--- src/rtl/dmarb_pkg.sv ---
package dmarb_pkg;
    localparam int CH_NUM    = 8;
    localparam int DATA_W    = 32;
    localparam int ADDR_W    = 8;
    localparam int NIB_W     = 4;
    localparam int MODE_W    = 2;
    localparam int ST_W      = 2;
    localparam int ERR_LSB   = 8;
    localparam int START_LSB = 8;
    localparam int STATE_LSB = 16;

    localparam logic [ADDR_W-1:0] OFS_CTRL = 8'h00;
    localparam logic [ADDR_W-1:0] OFS_IEN  = 8'h08;
    localparam logic [ADDR_W-1:0] OFS_STAT = 8'h10;

    typedef enum logic [MODE_W-1:0] {
        MODE_OFF    = 2'd0,
        MODE_CHAIN  = 2'd1,
        MODE_SINGLE = 2'd2,
        MODE_RSVD   = 2'd3
    } ch_mode_e;

    typedef struct packed {
        logic     dir;
        ch_mode_e mode;
    } ch_cfg_t;

    typedef struct packed {
        logic              wr;
        logic              rd;
        logic [ADDR_W-1:0] addr;
        logic [DATA_W-1:0] wdata;
    } bus_req_t;

    function automatic logic [NIB_W-1:0] cfg_to_nibble(ch_cfg_t c);
        return {1'b0, c.dir, c.mode};
    endfunction

    function automatic ch_cfg_t nibble_to_cfg(logic [NIB_W-1:0] nib);
        ch_cfg_t c;
        c.dir  = nib[MODE_W];
        c.mode = ch_mode_e'(nib[MODE_W-1:0]);
        return c;
    endfunction

    function automatic logic write_hit(bus_req_t r, logic [ADDR_W-1:0] ofs);
        return r.wr && (r.addr == ofs);
    endfunction
endpackage

--- src/rtl/dmarb_cfg_regs.sv ---
module dmarb_cfg_regs
    import dmarb_pkg::*;
#(
    parameter int NUM_CH = CH_NUM
) (
    input  logic                   clk,
    input  logic                   rst,
    input  bus_req_t               req,
    output ch_cfg_t [NUM_CH-1:0]   cfg_q,
    output logic    [NUM_CH-1:0]   ien_q,
    output logic    [NUM_CH-1:0]   start_q
);
    logic wr_ctrl;
    logic wr_ien;
    logic unused_cfg;

    assign wr_ctrl    = write_hit(req, OFS_CTRL);
    assign wr_ien     = write_hit(req, OFS_IEN);
    assign unused_cfg = ^{req.rd, req.wdata};

    for (genvar n = 0; n < NUM_CH; n++) begin : g_cfg
        always_ff @(posedge clk) begin
            if (rst) begin
                cfg_q[n] <= '0;
            end else if (wr_ctrl) begin
                cfg_q[n] <= nibble_to_cfg(req.wdata[NIB_W*n +: NIB_W]);
            end
        end
    end

    always_ff @(posedge clk) begin
        if (rst) begin
            ien_q   <= '0;
            start_q <= '0;
        end else begin
            if (wr_ien) begin
                ien_q <= req.wdata[NUM_CH-1:0];
            end
            start_q <= wr_ien ? req.wdata[START_LSB +: NUM_CH] : '0;
        end
    end
endmodule

--- src/rtl/dmarb_event_flags.sv ---
module dmarb_event_flags
    import dmarb_pkg::*;
#(
    parameter int NUM_CH = CH_NUM
) (
    input  logic              clk,
    input  logic              rst,
    input  bus_req_t          req,
    input  logic [NUM_CH-1:0] ch_event,
    input  logic [NUM_CH-1:0] ch_error,
    output logic [NUM_CH-1:0] int_q,
    output logic [NUM_CH-1:0] err_q
);
    logic clr;
    logic unused_flags;

    assign clr          = write_hit(req, OFS_STAT);
    assign unused_flags = ^{req.rd, req.wdata};

    for (genvar n = 0; n < NUM_CH; n++) begin : g_flag
        logic int_keep;
        logic err_keep;
        assign int_keep = int_q[n] & ~(clr & req.wdata[n]);
        assign err_keep = err_q[n] & ~(clr & req.wdata[ERR_LSB + n]);

        always_ff @(posedge clk) begin
            if (rst) begin
                int_q[n] <= 1'b0;
                err_q[n] <= 1'b0;
            end else begin
                int_q[n] <= ch_event[n] | ch_error[n] | int_keep;
                err_q[n] <= ch_error[n] | err_keep;
            end
        end
    end
endmodule

--- src/rtl/dmarb_read_mux.sv ---
module dmarb_read_mux
    import dmarb_pkg::*;
#(
    parameter int NUM_CH = CH_NUM
) (
    input  logic                    clk,
    input  logic                    rst,
    input  bus_req_t                req,
    input  ch_cfg_t [NUM_CH-1:0]    cfg,
    input  logic    [NUM_CH-1:0]    ien,
    input  logic    [NUM_CH-1:0]    int_flags,
    input  logic    [NUM_CH-1:0]    err_flags,
    input  logic    [ST_W*NUM_CH-1:0] ch_state,
    output logic    [DATA_W-1:0]    rdata
);
    logic [DATA_W-1:0] ctrl_word;
    logic [DATA_W-1:0] ien_word;
    logic [DATA_W-1:0] stat_word;
    logic [DATA_W-1:0] sel_word;
    logic              unused_rd;

    assign unused_rd = ^{req.wr, req.wdata};

    always_comb begin
        ctrl_word = '0;
        ien_word  = '0;
        stat_word = '0;
        ien_word[NUM_CH-1:0] = ien;
        for (int n = 0; n < NUM_CH; n++) begin
            ctrl_word[NIB_W*n +: NIB_W]           = cfg_to_nibble(cfg[n]);
            stat_word[n]                          = int_flags[n];
            stat_word[ERR_LSB + n]                = err_flags[n];
            stat_word[STATE_LSB + ST_W*n +: ST_W] = ch_state[ST_W*n +: ST_W];
        end
    end

    always_comb begin
        case (req.addr)
            OFS_CTRL: sel_word = ctrl_word;
            OFS_IEN:  sel_word = ien_word;
            OFS_STAT: sel_word = stat_word;
            default:  sel_word = '0;
        endcase
    end

    always_ff @(posedge clk) begin
        if (rst) begin
            rdata <= '0;
        end else begin
            rdata <= req.rd ? sel_word : '0;
        end
    end
endmodule

--- src/rtl/dmarb_regbank.sv ---
module dmarb_regbank
    import dmarb_pkg::*;
#(
    parameter int NUM_CH = CH_NUM
) (
    input  logic                     clk,
    input  logic                     rst,
    input  logic                     wr_en,
    input  logic                     rd_en,
    input  logic [ADDR_W-1:0]        addr,
    input  logic [DATA_W-1:0]        wdata,
    output logic [DATA_W-1:0]        rdata,
    input  logic [NUM_CH-1:0]        ch_event,
    input  logic [NUM_CH-1:0]        ch_error,
    input  logic [ST_W*NUM_CH-1:0]   ch_state,
    output logic [MODE_W*NUM_CH-1:0] ch_mode,
    output logic [NUM_CH-1:0]        ch_dir,
    output logic [NUM_CH-1:0]        ch_start,
    output logic                     irq
);
    bus_req_t             req;
    ch_cfg_t [NUM_CH-1:0] cfg;
    logic [NUM_CH-1:0]    irq_en;
    logic [NUM_CH-1:0]    int_flags;
    logic [NUM_CH-1:0]    err_flags;

    assign req = '{wr: wr_en, rd: rd_en, addr: addr, wdata: wdata};

    dmarb_cfg_regs #(.NUM_CH(NUM_CH)) cfg_i (
        .clk     (clk),
        .rst     (rst),
        .req     (req),
        .cfg_q   (cfg),
        .ien_q   (irq_en),
        .start_q (ch_start)
    );

    dmarb_event_flags #(.NUM_CH(NUM_CH)) flags_i (
        .clk      (clk),
        .rst      (rst),
        .req      (req),
        .ch_event (ch_event),
        .ch_error (ch_error),
        .int_q    (int_flags),
        .err_q    (err_flags)
    );

    dmarb_read_mux #(.NUM_CH(NUM_CH)) rmux_i (
        .clk       (clk),
        .rst       (rst),
        .req       (req),
        .cfg       (cfg),
        .ien       (irq_en),
        .int_flags (int_flags),
        .err_flags (err_flags),
        .ch_state  (ch_state),
        .rdata     (rdata)
    );

    for (genvar n = 0; n < NUM_CH; n++) begin : g_out
        assign ch_mode[MODE_W*n +: MODE_W] = cfg[n].mode;
        assign ch_dir[n]                   = cfg[n].dir;
    end

    assign irq = |(int_flags & irq_en);
endmodule

--- config.mk ---
export PLATFORM = sky130hd
export DESIGN_NAME = dmarb_regbank
export DESIGN_NICKNAME = d
export VERILOG_FILES = /design/src/rtl/dmarb_pkg.sv /design/src/rtl/dmarb_cfg_regs.sv /design/src/rtl/dmarb_event_flags.sv /design/src/rtl/dmarb_read_mux.sv /design/src/rtl/dmarb_regbank.sv
export SDC_FILE = /design/constraint.sdc
export NUM_CORES = 1
export LEC_CHECK = 0
export ABC_AREA = 1
export BUFFER_PORTS_ARGS = -buffer_cell sky130_fd_sc_hd__buf_2
export CAP_MARGIN = 30
export CORE_UTILIZATION = 54
export CTS_BUF_LIST = sky130_fd_sc_hd__clkbuf_8
export DETAILED_ROUTE_END_ITERATION = 10
export GPL_TIMING_DRIVEN = 1
export PLACE_DENSITY = 0.9
export SLEW_MARGIN = 15
export SYNTH_ARGS = -nofsm -noshare
export SYNTH_HDL_FRONTEND = slang
export SYNTH_SLANG_ARGS = --single-unit
--- constraint.sdc ---
create_clock -name clk -period 2.7 [get_ports clk]
set_input_delay 0.81 -clock clk [delete_from_list [all_inputs] [get_ports clk]]
set_output_delay 0.81 -clock clk [all_outputs]
set_load 0.02 [all_outputs]
==> results.md, run 1 <==
- Die W: 83.58 um
- Syn nets: about 550
- Slew Limit Fails: 0
- Clock Tree Root: clkbuf_8
- Vias/cell: 4.933
- Largest net degree at the start of global routing: 43
- Max-cap violations: 0
- ANT cells: 0
- Final period utilization: 78.37%
- Distinct cells, synth: 26
- Worst-path clk slew: 90 ps
- Pint: 1.929 mW
- Top cells by area, synth: dfxtp_1 49%, nor2_1 11%, nand2_1 9.6%, inv_1 4.8%, o21ai_0 3.3%
- Number of enable flip-flop cells after synthesis: 0
- Outcome: complete, no violations
- Pwr Density: between 500 and 600 nW/um^2
- CP endpoint kind: output port
- Multi-input gate area: 1503 um^2
- Power share of the clock group: between 40% and 50%
- Yosys warns: 0
- Fin nets: 679
- Endpoints failing setup: 0
- Die Ht: ~84 um
- Worst slew pin tran: slightly below 500 ps
- Relative slew slack: 67.82%
- Mapped Cells: 470
- Most frequent cell after synthesis: nor2_1
- P_leak: around 2.2 nW
- Layout fillers: 523
- Setup CP Type: reg -> out
- # resized after CTS: 0
- Fraction of layout cells with a size suffix above 1: 33.22%
- Remaining Overflow, GRT: 0
- Initial DRT Pass Iterations: 5
- CTS H-tree lvls: 3
- Initial antenna violation count: 0
- Routed vias: 3,379
- CTS tree: yes
- Clock latency on the worst-skew pair: 350 ps
- Gp weighted congestion: 0.8688
- Initial core utilization: 56.27%
- Worst Path Max Fanout: 3
- Antenna viol nets, final: 0
- Remaining routing DRC violations: 0
- Setup TNS: 0 ps
- Flops & latches, synth: 88
- Synth async-reset ratio: 0%
- First-pass GRT wire length: 14,430 um
- Cell row count: 29
- Synthesis-to-finish area growth: 24.97%
- WL per Instance: 13.11 um
- Num CTS Buffers: 9
- Flop pwr share: 53.3%
- Peak VDD IR: roughly 460 uV
- Clk sinks: 88
- Crit path launch type: flip-flop
- Clock buffer depth: 2
- Switch Pwr: 0.5592 mW
- Yosys top cell by area: dfxtp_1
- Total GRT Usage: 26.08%
- Worst hold path type: reg -> reg
- RSZ-0062 raised after global routing: no
- Final total power: 2.488 mW
- Ys flop type: dfxtp_1
- Setup Buffers After CTS: 0
- FF/Latch Area: 1762 um^2
- Post-synthesis sequential area ratio: 49.03%
- Drt total wl: roughly 9000 um
- Mapped Avg Cell Area: 7.646 um^2
- Peak Freq: roughly 470 MHz
- Io pins: 141
- Initial DRC Count: between 150 and 200
- Synth top cells by count: 102 x nor2_1, 92 x nand2_1, 88 x dfxtp_1
- Post-DP HPWL: 6406 um
- Logic pwr share: about 5.9%
- Port Buffer Count: ~140
- Die area: 6985 um^2
- Final Critical Period: 2116 ps
- Mapped cell area: 3593 um^2
- Final hold vios: 0
- Worst Path Required: 1890 ps
- Core Region: 6386 um^2
- Worst clock skew: 9.936 ps
- Sw Share: 22.48%
- Vias in the first global route: 3,098
- WP data arrival: 1310 ps
- Hold_buf cts: 0
- Top cell type's share of synthesized area: 49.03%
per-stage QoR:
step                      instances  setup WS [ps]  instance area [um^2]  util, %  hold slack (ps)
after floorplan                 470          966.2                  3593        -            424.7
after global placement          669          511.4                  4263    66.75            433.3
after detailed placement        669          439.2                  4263    66.75            435.6
after CTS                       685          574.9                  4491    70.32            448.0
after global routing            685          501.2                  4491    70.32            471.2
final                           685          584.1                  4491    70.32            452.0
routing by layer:
| layer | vias to the layer above | global-route usage (%) | share of wire (%) | wire (um) |
|---|---|---|---|---|
| met1 | 1530 | 31.53 | 42 | 3743 |
| met4 | 0 | 11.86 | 2.1 | 189 |
| met2 | 131 | 45.60 | 50 | 4510 |
| met5 | - | 0 | 0 | 0 |
| met3 | 15 | 3.956 | 6.0 | 537 |
| li1 | 1703 | - | - | - |
flip-flops by register name (all words and copies together), names as in the netlist:
signal / flops
rmux_i.rdata: 32
cfg_i.cfg_q: 24
cfg_i.ien_q: 8
cfg_i.start_q: 8
flags_i.err_q: 8
flags_i.int_q: 8
cells in the final DEF (no fill, tap or decap), types with 2 or more instances in the layout:
master	netlist	layout
nand3_1	19	19
inv_2	5	5
nor2_2	18	18
dfxtp_1	88	88
nand2_4	3	3
a21oi_1	21	21
clkbuf_8	0	10
nand2_2	9	9
nor2_4	7	7
nand2_1	92	92
nor2_8	2	2
inv_1	46	46
buf_4	0	4
bufinv_16	0	2
a22o_1	3	3
o21bai_1	8	8
buf_2	4	136
nor2_1	102	102
o21ai_0	24	24
worst paths after layout:
kind,startpoint,to,slack [ps],cells past startpoint
worst max-delay path,flags_i.int_q[7]$_SDFF_PP0_,irq,580,4
worst max register to register,flags_i.int_q[5]$_SDFF_PP0_,rmux_i.rdata[5]$_SDFF_PP0_,1890,4
worst min-delay path,flags_i.err_q[7]$_SDFF_PP0_,rmux_i.rdata[15]$_SDFF_PP0_,450,2
worst min register to register,flags_i.err_q[7]$_SDFF_PP0_,rmux_i.rdata[15]$_SDFF_PP0_,450,2
critical path, stage by stage, from the launching register on:
cell and delay, ps:
dfxtp_1 340, a22o_1 230, a21oi_1 110, nand3b_1 110, buf_2 170
power groups by stage:
stage          Clock (mW)  Combinational (mW)  Sequential [mW]
4_1_cts              1.02               0.146             1.33
6_report             1.01               0.146             1.33
5_1_grt              1.08               0.163             1.33
2_1_floorplan           0              0.0663             1.36
3_5_place_dp            0               0.145             1.36
3_3_place_gp            0               0.142             1.36
cells by family (layout without fill, tap and decap cells):
| kind of cell | after synthesis | count (layout) | synth area share [%] |
|---|---|---|---|
| buffers and inverters | 69 | 207 | 9.157 |
| AOI/OAI and AO/OA | 56 | 56 | 8.670 |
| and+or+nand+nor | 257 | 257 | 33.15 |
| DFF | 88 | 88 | 49.03 |
cell type report:
type                       instances  share of cell area (%)
clock buffer                      10                   3.065
clock inverter                     6                   2.006
inverter                          51                   4.263
multi-input combinational        313                   33.46
sequential                        88                   39.23
tap                               77                   2.145
timing repair buffer             140                   15.83
(Power assumes the default switching activity.)
==> inputs of run 2 (changes only) <==
--- a/config.mk
+++ b/config.mk
@@ -8,11 +8,11 @@
 export ABC_AREA = 1
 export BUFFER_PORTS_ARGS = -buffer_cell sky130_fd_sc_hd__buf_2
 export CAP_MARGIN = 30
-export CORE_UTILIZATION = 54
+export CORE_UTILIZATION = 45
 export CTS_BUF_LIST = sky130_fd_sc_hd__clkbuf_8
 export DETAILED_ROUTE_END_ITERATION = 10
 export GPL_TIMING_DRIVEN = 1
-export PLACE_DENSITY = 0.9
+export PLACE_DENSITY = 0.81
 export SLEW_MARGIN = 15
 export SYNTH_ARGS = -nofsm -noshare
 export SYNTH_HDL_FRONTEND = slang
==> constraint.sdc (replaced) <==
create_clock -name clk -period 1.8 [get_ports clk]
set_input_delay 0.54 -clock clk [delete_from_list [all_inputs] [get_ports clk]]
set_output_delay 0.54 -clock clk [all_outputs]
set_load 0.02 [all_outputs]
==> results.md, run 2 (synthesis results as in run 1) <==
- Outcome: finished, violations left (was complete, no violations)
- Failing checks: negative setup slack
- Pint: 3.003 mW (was 1.929 mW)
- Drt total wl: 9248 um (was 8980 um)
- Commonest non-fill, non-tap cells in the layout: 135 x buf_2, 102 x nor2_1, 92 x nand2_1 (was 136 x buf_2, 102 x nor2_1, 92 x nand2_1)
- Setup CP Type: reg -> out (unchanged)
- Worst-path clk slew: 90 ps (about the same)
- Core Region: 7727 um^2 (was 6386 um^2)
- WP data arrival: 1320 ps (was 1310 ps)
- Top reg by flops: rmux_i.rdata (unchanged)
- Worst clock skew: 7.779 ps (was 9.936 ps)
- CTS tree: yes (unchanged)
- Initial antenna violation count: 0 (unchanged)
- Cell row count: 32 (was 29)
- Antenna viol nets, final: 0 (unchanged)
- Final setup margin: -57.52 ps (was 584.1 ps)
- Crit path launch type: flip-flop (unchanged)
- Final Critical Period: approximately 1900 ps
- Max reg flops: 32 (unchanged)
- Worst Path Max Fanout: 2 (was 3)
- Place WS: -24.15 ps (was 439.2 ps)
- Clock latency on the worst-skew pair: 350 ps (about the same)
- RSZ-0062 raised after global routing: yes (was no)
- Worst slew pin tran: 449.6 ps (was 481.2 ps)
- Remaining routing DRC violations: 0 (unchanged)
- Die W: 91.36 um (was 83.58 um)
- Slowest-stage cell, CP: dfxtp_2 (was dfxtp_1)
- Remaining Overflow, GRT: 0 (unchanged)
- Max-cap violations: 0 (unchanged)
- Num CTS Buffers: 9 (unchanged)
- Post-DP HPWL: 6794 um (was 6406 um)
- P_leak: 2.313 nW (was 2.230 nW)
- Layout fillers: 681 (was 523)
- Vias/cell: 4.704 (was 4.933)
- Final period utilization: 103.2%
- Clock buffer depth: 2 (unchanged)
- Largest registers: rmux_i.rdata (32), cfg_i.cfg_q (24) (unchanged)
- Peak Freq: 538.4 MHz
- R2r worst-path depth: 5 (was 4)
- Peak VDD IR: 497.6 uV (was 460.4 uV)
- Initial core utilization: 46.50% (was 56.27%)
- Initial DRT Pass Iterations: 4 (was 5)
- Worst Path Required: 1260 ps (was 1890 ps)
- ANT cells: 0 (unchanged)
- Total GRT Usage: 23.32% (was 26.08%)
- Die Ht: 91.36 um (was 83.58 um)
- First-pass GRT wire length: 15,270 um (was 14,430 um)
- Flop pwr share: 51.5% (was 53.3%)
- Logic pwr share: 5.9% (about the same)
- Fin nets: 691 (was 679)
- Clk sinks: 88 (unchanged)
- Final hold vios: 0 (unchanged)
- Largest net degree at the start of global routing: 43 (unchanged)
- CP peak stage delay: 330 ps (was 340 ps)
- CP endpoint kind: output port (unchanged)
- Routed vias: 3,396 (was 3,379)
- Fraction of layout cells with a size suffix above 1: 35.32% (was 33.22%)
- Port Buffer Count: 136 (unchanged)
- Setup TNS: -57.52 ps (was 0 ps)
- Gp weighted congestion: 0.8544 (was 0.8688)
- Initial DRC Count: 173 (was 166)
- CP Cell Sequence: a22o_1 -> a21oi_1 -> nand3b_1 -> buf_6 (was a22o_1 -> a21oi_1 -> nand3b_1 -> buf_2)
- Slew Limit Fails: 0 (unchanged)
- CTS H-tree lvls: 3 (unchanged)
- Relative slew slack: 70.03% (was 67.82%)
- Pwr Density: 826.4 nW/um^2 (was 554.0 nW/um^2)
- Worst hold path type: in -> reg (was reg -> reg)
- Clock Tree Root: clkbuf_8 (unchanged)
- Switch Pwr: 0.8633 mW (was 0.5592 mW)
- Most common cell after layout, fill and taps aside: buf_2 (unchanged)
- Sw Share: 22.33% (was 22.48%)
- Power share of the clock group: 42.6% (was 40.8%)
- Vias in the first global route: 3,317 (was 3,098)
- Io pins: 141 (unchanged)
- Endpoints failing setup: 1 (was 0)
- Hold path cells: 3 (was 2)
- Hold WS: 405.1 ps (was 452.0 ps)
- Die area: 8347 um^2 (was 6985 um^2)
- Synthesis-to-finish area growth: 30.19% (was 24.97%)
- WL per Instance: 12.81 um (was 13.11 um)
==> run 2: cell types whose count changed in the layout (fill, tap and decap cells not counted), moves of 3 or more <==
| cell | delta |
|---|---|
| buf_4 | +9 |
| dfxtp_2 | +4 |
| dfxtp_1 | -4 |
| buf_12 | +3 |
==> run 2: final timing paths <==
| check | startpoint | end | slack (ps) |
|---|---|---|---|
| max | cfg_i.ien_q[7]$_SDFFE_PP0P_ | irq | -60 |
| min | ch_state[3] | rmux_i.rdata[19]$_SDFF_PP0_ | 410 |
| max reg2reg | cfg_i.ien_q[7]$_SDFFE_PP0P_ | rmux_i.rdata[7]$_SDFF_PP0_ | 970 |
| min reg2reg | flags_i.err_q[3]$_SDFF_PP0_ | rmux_i.rdata[11]$_SDFF_PP0_ | 460 |
==> run 2: area by class of cell <==
cell class                 instances  area, um^2  share of cell area (%)
sequential                        88        1767                   37.76
multi-input combinational        313        1506                   32.20
timing repair buffer             152       844.6                   18.05
inverter                          51       191.4                   4.092
tap                              102       127.6                   2.728
clock buffer                       9       123.9                   2.648
clock inverter                     7       117.6                   2.514
==> run 2: per-layer routing <==
layer | vias up | track usage, % | part of all wire [%]
li1 | 1729 | - | -
met1 | 1521 | 28.47 | 43
met2 | 121 | 39.96 | 49
met3 | 25 | 2.848 | 5.1
met4 | 0 | 12.57 | 3.1
met5 | - | 0 | 0
==> run 2: power by group through the flow <==
stage | combinational, mW | clock, mW | sequential (mW)
after floorplan | 0.0994 | 0 | 2.03
after detailed placement | 0.223 | 0 | 2.04
final | 0.230 | 1.65 | 1.99
after global placement | 0.217 | 0 | 2.03
after global routing | 0.258 | 1.76 | 1.99
after CTS | 0.230 | 1.66 | 1.99
==> run 2: repair_timing <==
item / in CTS / in global routing
resized for setup: 5 / 2
pin swaps: 2 / 1
buffers inserted: 3 / 0
endpoints found under the setup margin: 1 / 1
hold buffers: 0 / 0
==> run 2: stage by stage <==
step	power (mW)	cell area (um^2)	cells	util, %
after floorplan	2.132	3593	470	-
after global placement	2.252	4399	703	56.93
after detailed placement	2.259	4399	703	56.93
after CTS	3.884	4673	722	60.48
after global routing	4.015	4678	722	60.54
final	3.866	4678	722	60.54
==> run 2: worst max-delay path, delay by kind of cell (launching register included) <==
kind	cells	cell delay, ps
AND/OR/NAND/NOR	1	140
buffers and inverters	1	160
AO/OA/AOI/OAI	2	340
flip-flops	1	330
==> inputs of run 3 (changes only) <==
--- a/config.mk
+++ b/config.mk
@@ -8,11 +8,11 @@
 export ABC_AREA = 1
 export BUFFER_PORTS_ARGS = -buffer_cell sky130_fd_sc_hd__buf_2
 export CAP_MARGIN = 30
-export CORE_UTILIZATION = 45
+export CORE_UTILIZATION = 25
 export CTS_BUF_LIST = sky130_fd_sc_hd__clkbuf_8
 export DETAILED_ROUTE_END_ITERATION = 10
 export GPL_TIMING_DRIVEN = 1
-export PLACE_DENSITY = 0.81
+export PLACE_DENSITY = 0.51
 export SLEW_MARGIN = 15
 export SYNTH_ARGS = -nofsm -noshare
 export SYNTH_HDL_FRONTEND = slang
==> results.md, run 3 (synthesis results as in run 1) <==
- Outcome: finished, violations left (unchanged)
- Failing checks: negative setup slack (unchanged)
- CP Cell Sequence: a22o_1 -> a21oi_1 -> nand3b_1 -> buf_6 (unchanged)
- Worst slew pin tran: 457.9 ps (was 449.6 ps)
- Crit-path leading delay family: compound AO/OA/AOI/OAI gates (unchanged)
- WP data arrival: 1340 ps (was 1320 ps)
- Fin nets: 697 (was 691)
- Final total power: 3.470 mW (was 3.866 mW)
- Vias/cell: 4.157 (was 4.704)
- Post-route design area: 4751 um^2 (was 4678 um^2)
- Io pins: 141 (unchanged)
- Clock latency on the worst-skew pair: 370 ps (was 350 ps)
- Worst hold path type: in -> reg (unchanged)
- Gp weighted congestion: 0.8440 (was 0.8544)
- Reg-to-reg critical path endpoint: rmux_i.rdata[1]$_SDFF_PP0_ (was rmux_i.rdata[7]$_SDFF_PP0_)
- WL per Instance: 13.12 um (was 12.81 um)
- Hold WS: 392.5 ps (was 405.1 ps)
- Worst clock skew: 5.945 ps (was 7.779 ps)
- Die area: 14,860 um^2 (was 8347 um^2)
- Endpoints failing setup: 1 (unchanged)
- Antenna viol nets, final: 0 (unchanged)
- Total GRT Usage: 15.19% (was 23.32%)
- R2r worst-path depth: 5 (unchanged)
- Peak VDD IR: 396.1 uV (was 497.6 uV)
- CP endpoint kind: output port (unchanged)
- Crit path launch type: flip-flop (unchanged)
- ANT cells: 0 (unchanged)
- Port Buffer Count: 136 (unchanged)
- Pwr Density: 730.5 nW/um^2 (was 826.4 nW/um^2)
- Top reg by flops: rmux_i.rdata (unchanged)
- Final Critical Period: 1882 ps (was 1858 ps)
- Worst Path Max Fanout: 2 (unchanged)
- Max reg flops: 32 (unchanged)
- Cell Area, Placed: 4542 um^2 (was 4399 um^2)
- Initial DRT Pass Iterations: 4 (unchanged)
- Post-DP HPWL: 7977 um (was 6794 um)
- Remaining routing DRC violations: 0 (unchanged)
- Hold_sp: wdata[11] (was ch_state[3])
- Hold endpoint: cfg_i.start_q[3]$_SDFF_PP0_ (was rmux_i.rdata[19]$_SDFF_PP0_)
- Crit Reg-Reg Startpoint: flags_i.int_q[1]$_SDFF_PP0_ (was cfg_i.ien_q[7]$_SDFFE_PP0P_)
- Vias in the first global route: 3,202 (was 3,317)
- RSZ-0062 raised after global routing: yes (unchanged)
- Commonest non-fill, non-tap cells in the layout: 135 x buf_2, 102 x nor2_1, 92 x nand2_1 (unchanged)
- Cell row count: 43 (was 32)
- Routed vias: 3,346 (was 3,396)
- Relative slew slack: 69.45% (was 70.03%)
- Core Util, Final: 34.09% (was 60.54%)
- Remaining Overflow, GRT: 0 (unchanged)
- Final hold vios: 0 (unchanged)
- Max-cap violations: 0 (unchanged)
- Clock buffer depth: 2 (unchanged)
- Buf/Inv on CP: 1 (unchanged)
- P_leak: 2.297 nW (was 2.313 nW)
- Hold_buf cts: 0 (unchanged)
- Die W: 121.9 um (was 91.36 um)
- Synthesis-to-finish area growth: 32.21% (was 30.19%)
- CTS H-tree lvls: 3 (unchanged)
- Slowest-stage cell, CP: dfxtp_2 (unchanged)
- Die Ht: 121.9 um (was 91.36 um)
- Worst-path clk slew: 80 ps (was 90 ps)
- Worst Path Required: 1260 ps (about the same)
- Setup CP Type: reg -> out (unchanged)
- Num CTS Buffers: 9 (unchanged)
- Largest registers: rmux_i.rdata (32), cfg_i.cfg_q (24) (unchanged)
- CP peak stage delay: 330 ps (about the same)
- Hold path cells: 3 (unchanged)
- Final setup margin: -82.28 ps (was -57.52 ps)
- Core Region: 13,930 um^2 (was 7727 um^2)
- Place WS: -7.933 ps (was -24.15 ps)
- Largest net degree at the start of global routing: 29 (was 43)
- First-pass GRT wire length: 16,710 um (was 15,270 um)
- CTS tree: yes (unchanged)
- Initial antenna violation count: 1 (was 0)
- Initial core utilization: 25.79% (was 46.50%)
- Clock Tree Root: clkbuf_8 (unchanged)
- Slew Limit Fails: 0 (unchanged)
- R2R Setup Slk: 970 ps (about the same)
- Drt total wl: 10,560 um (was 9248 um)
- Clk sinks: 88 (unchanged)
- Initial DRC Count: 143 (was 173)
- Most common cell after layout, fill and taps aside: buf_2 (unchanged)
- Fraction of layout cells with a size suffix above 1: 35.84% (was 35.32%)
- Final period utilization: 104.6% (was 103.2%)
- Peak Freq: 531.3 MHz (was 538.4 MHz)
==> run 3: worst max path at each step <==
stage / from / to / slack (ps) / depth (start not counted)
2_1_floorplan: addr[7] / cfg_i.cfg_q[0]$_SDFFE_PP0P_ / 340 / 7
3_3_place_gp: addr[7] / rmux_i.rdata[0]$_SDFF_PP0_ / 50 / 8
3_5_place_dp: addr[7] / rmux_i.rdata[2]$_SDFF_PP0_ / -8 / 8
4_1_cts: cfg_i.ien_q[1]$_SDFFE_PP0P_ / irq / -130 / 4
5_1_grt: flags_i.int_q[7]$_SDFF_PP0_ / irq / -150 / 4
6_report: flags_i.int_q[7]$_SDFF_PP0_ / irq / -80 / 4
==> run 3: area by class of cell <==
type / count / area, um^2
Fill cell: 1537 / 9184
Clock inverter: 5 / 33.78
Sequential cell: 88 / 1767
Clock buffer: 10 / 137.6
Inverter: 51 / 191.4
Tap cell: 180 / 225.2
Multi-Input combinational cell: 313 / 1506
Timing Repair Buffer: 158 / 889.6
==> run 3: worst reg2reg max path: cells and delay by family, from the launching register on <==
| kind | cells | cell delay [ps] |
|---|---|---|
| and+or+nand+nor | 4 | 240 |
| DFF | 1 | 330 |
| buffers and inverters | 1 | 130 |
==> run 3: power breakdown <==
part	leakage [nW]	switching, mW	internal [mW]
clock network	0.0841	0.710	0.528
registers	0.715	0.0180	1.97
logic	1.50	0.132	0.109
total	2.30	0.860	2.61
==> run 3: repair_timing <==
action,in CTS,in global routing
buffers inserted,3,0
gates resized for setup,5,2
setup endpoints to repair,1,1
pin swaps,2,2
==> run 3: per-stage QoR <==
stage | TNS [ps] | instances
floorplan | 0 | 470
global placement | 0 | 787
detailed placement | -7.933 | 787
CTS | -131.6 | 805
global route | -149.2 | 805
finish | -82.28 | 805
==> run 3: metal layers <==
| layer | track usage [%] | share of wire, % | up-vias |
|---|---|---|---|
| li1 | - | - | 1737 |
| met1 | 18.55 | 45 | 1513 |
| met2 | 25.49 | 48 | 85 |
| met3 | 4.401 | 5.1 | 11 |
| met4 | 4.861 | 1.3 | 0 |
| met5 | 0 | 0 | - |
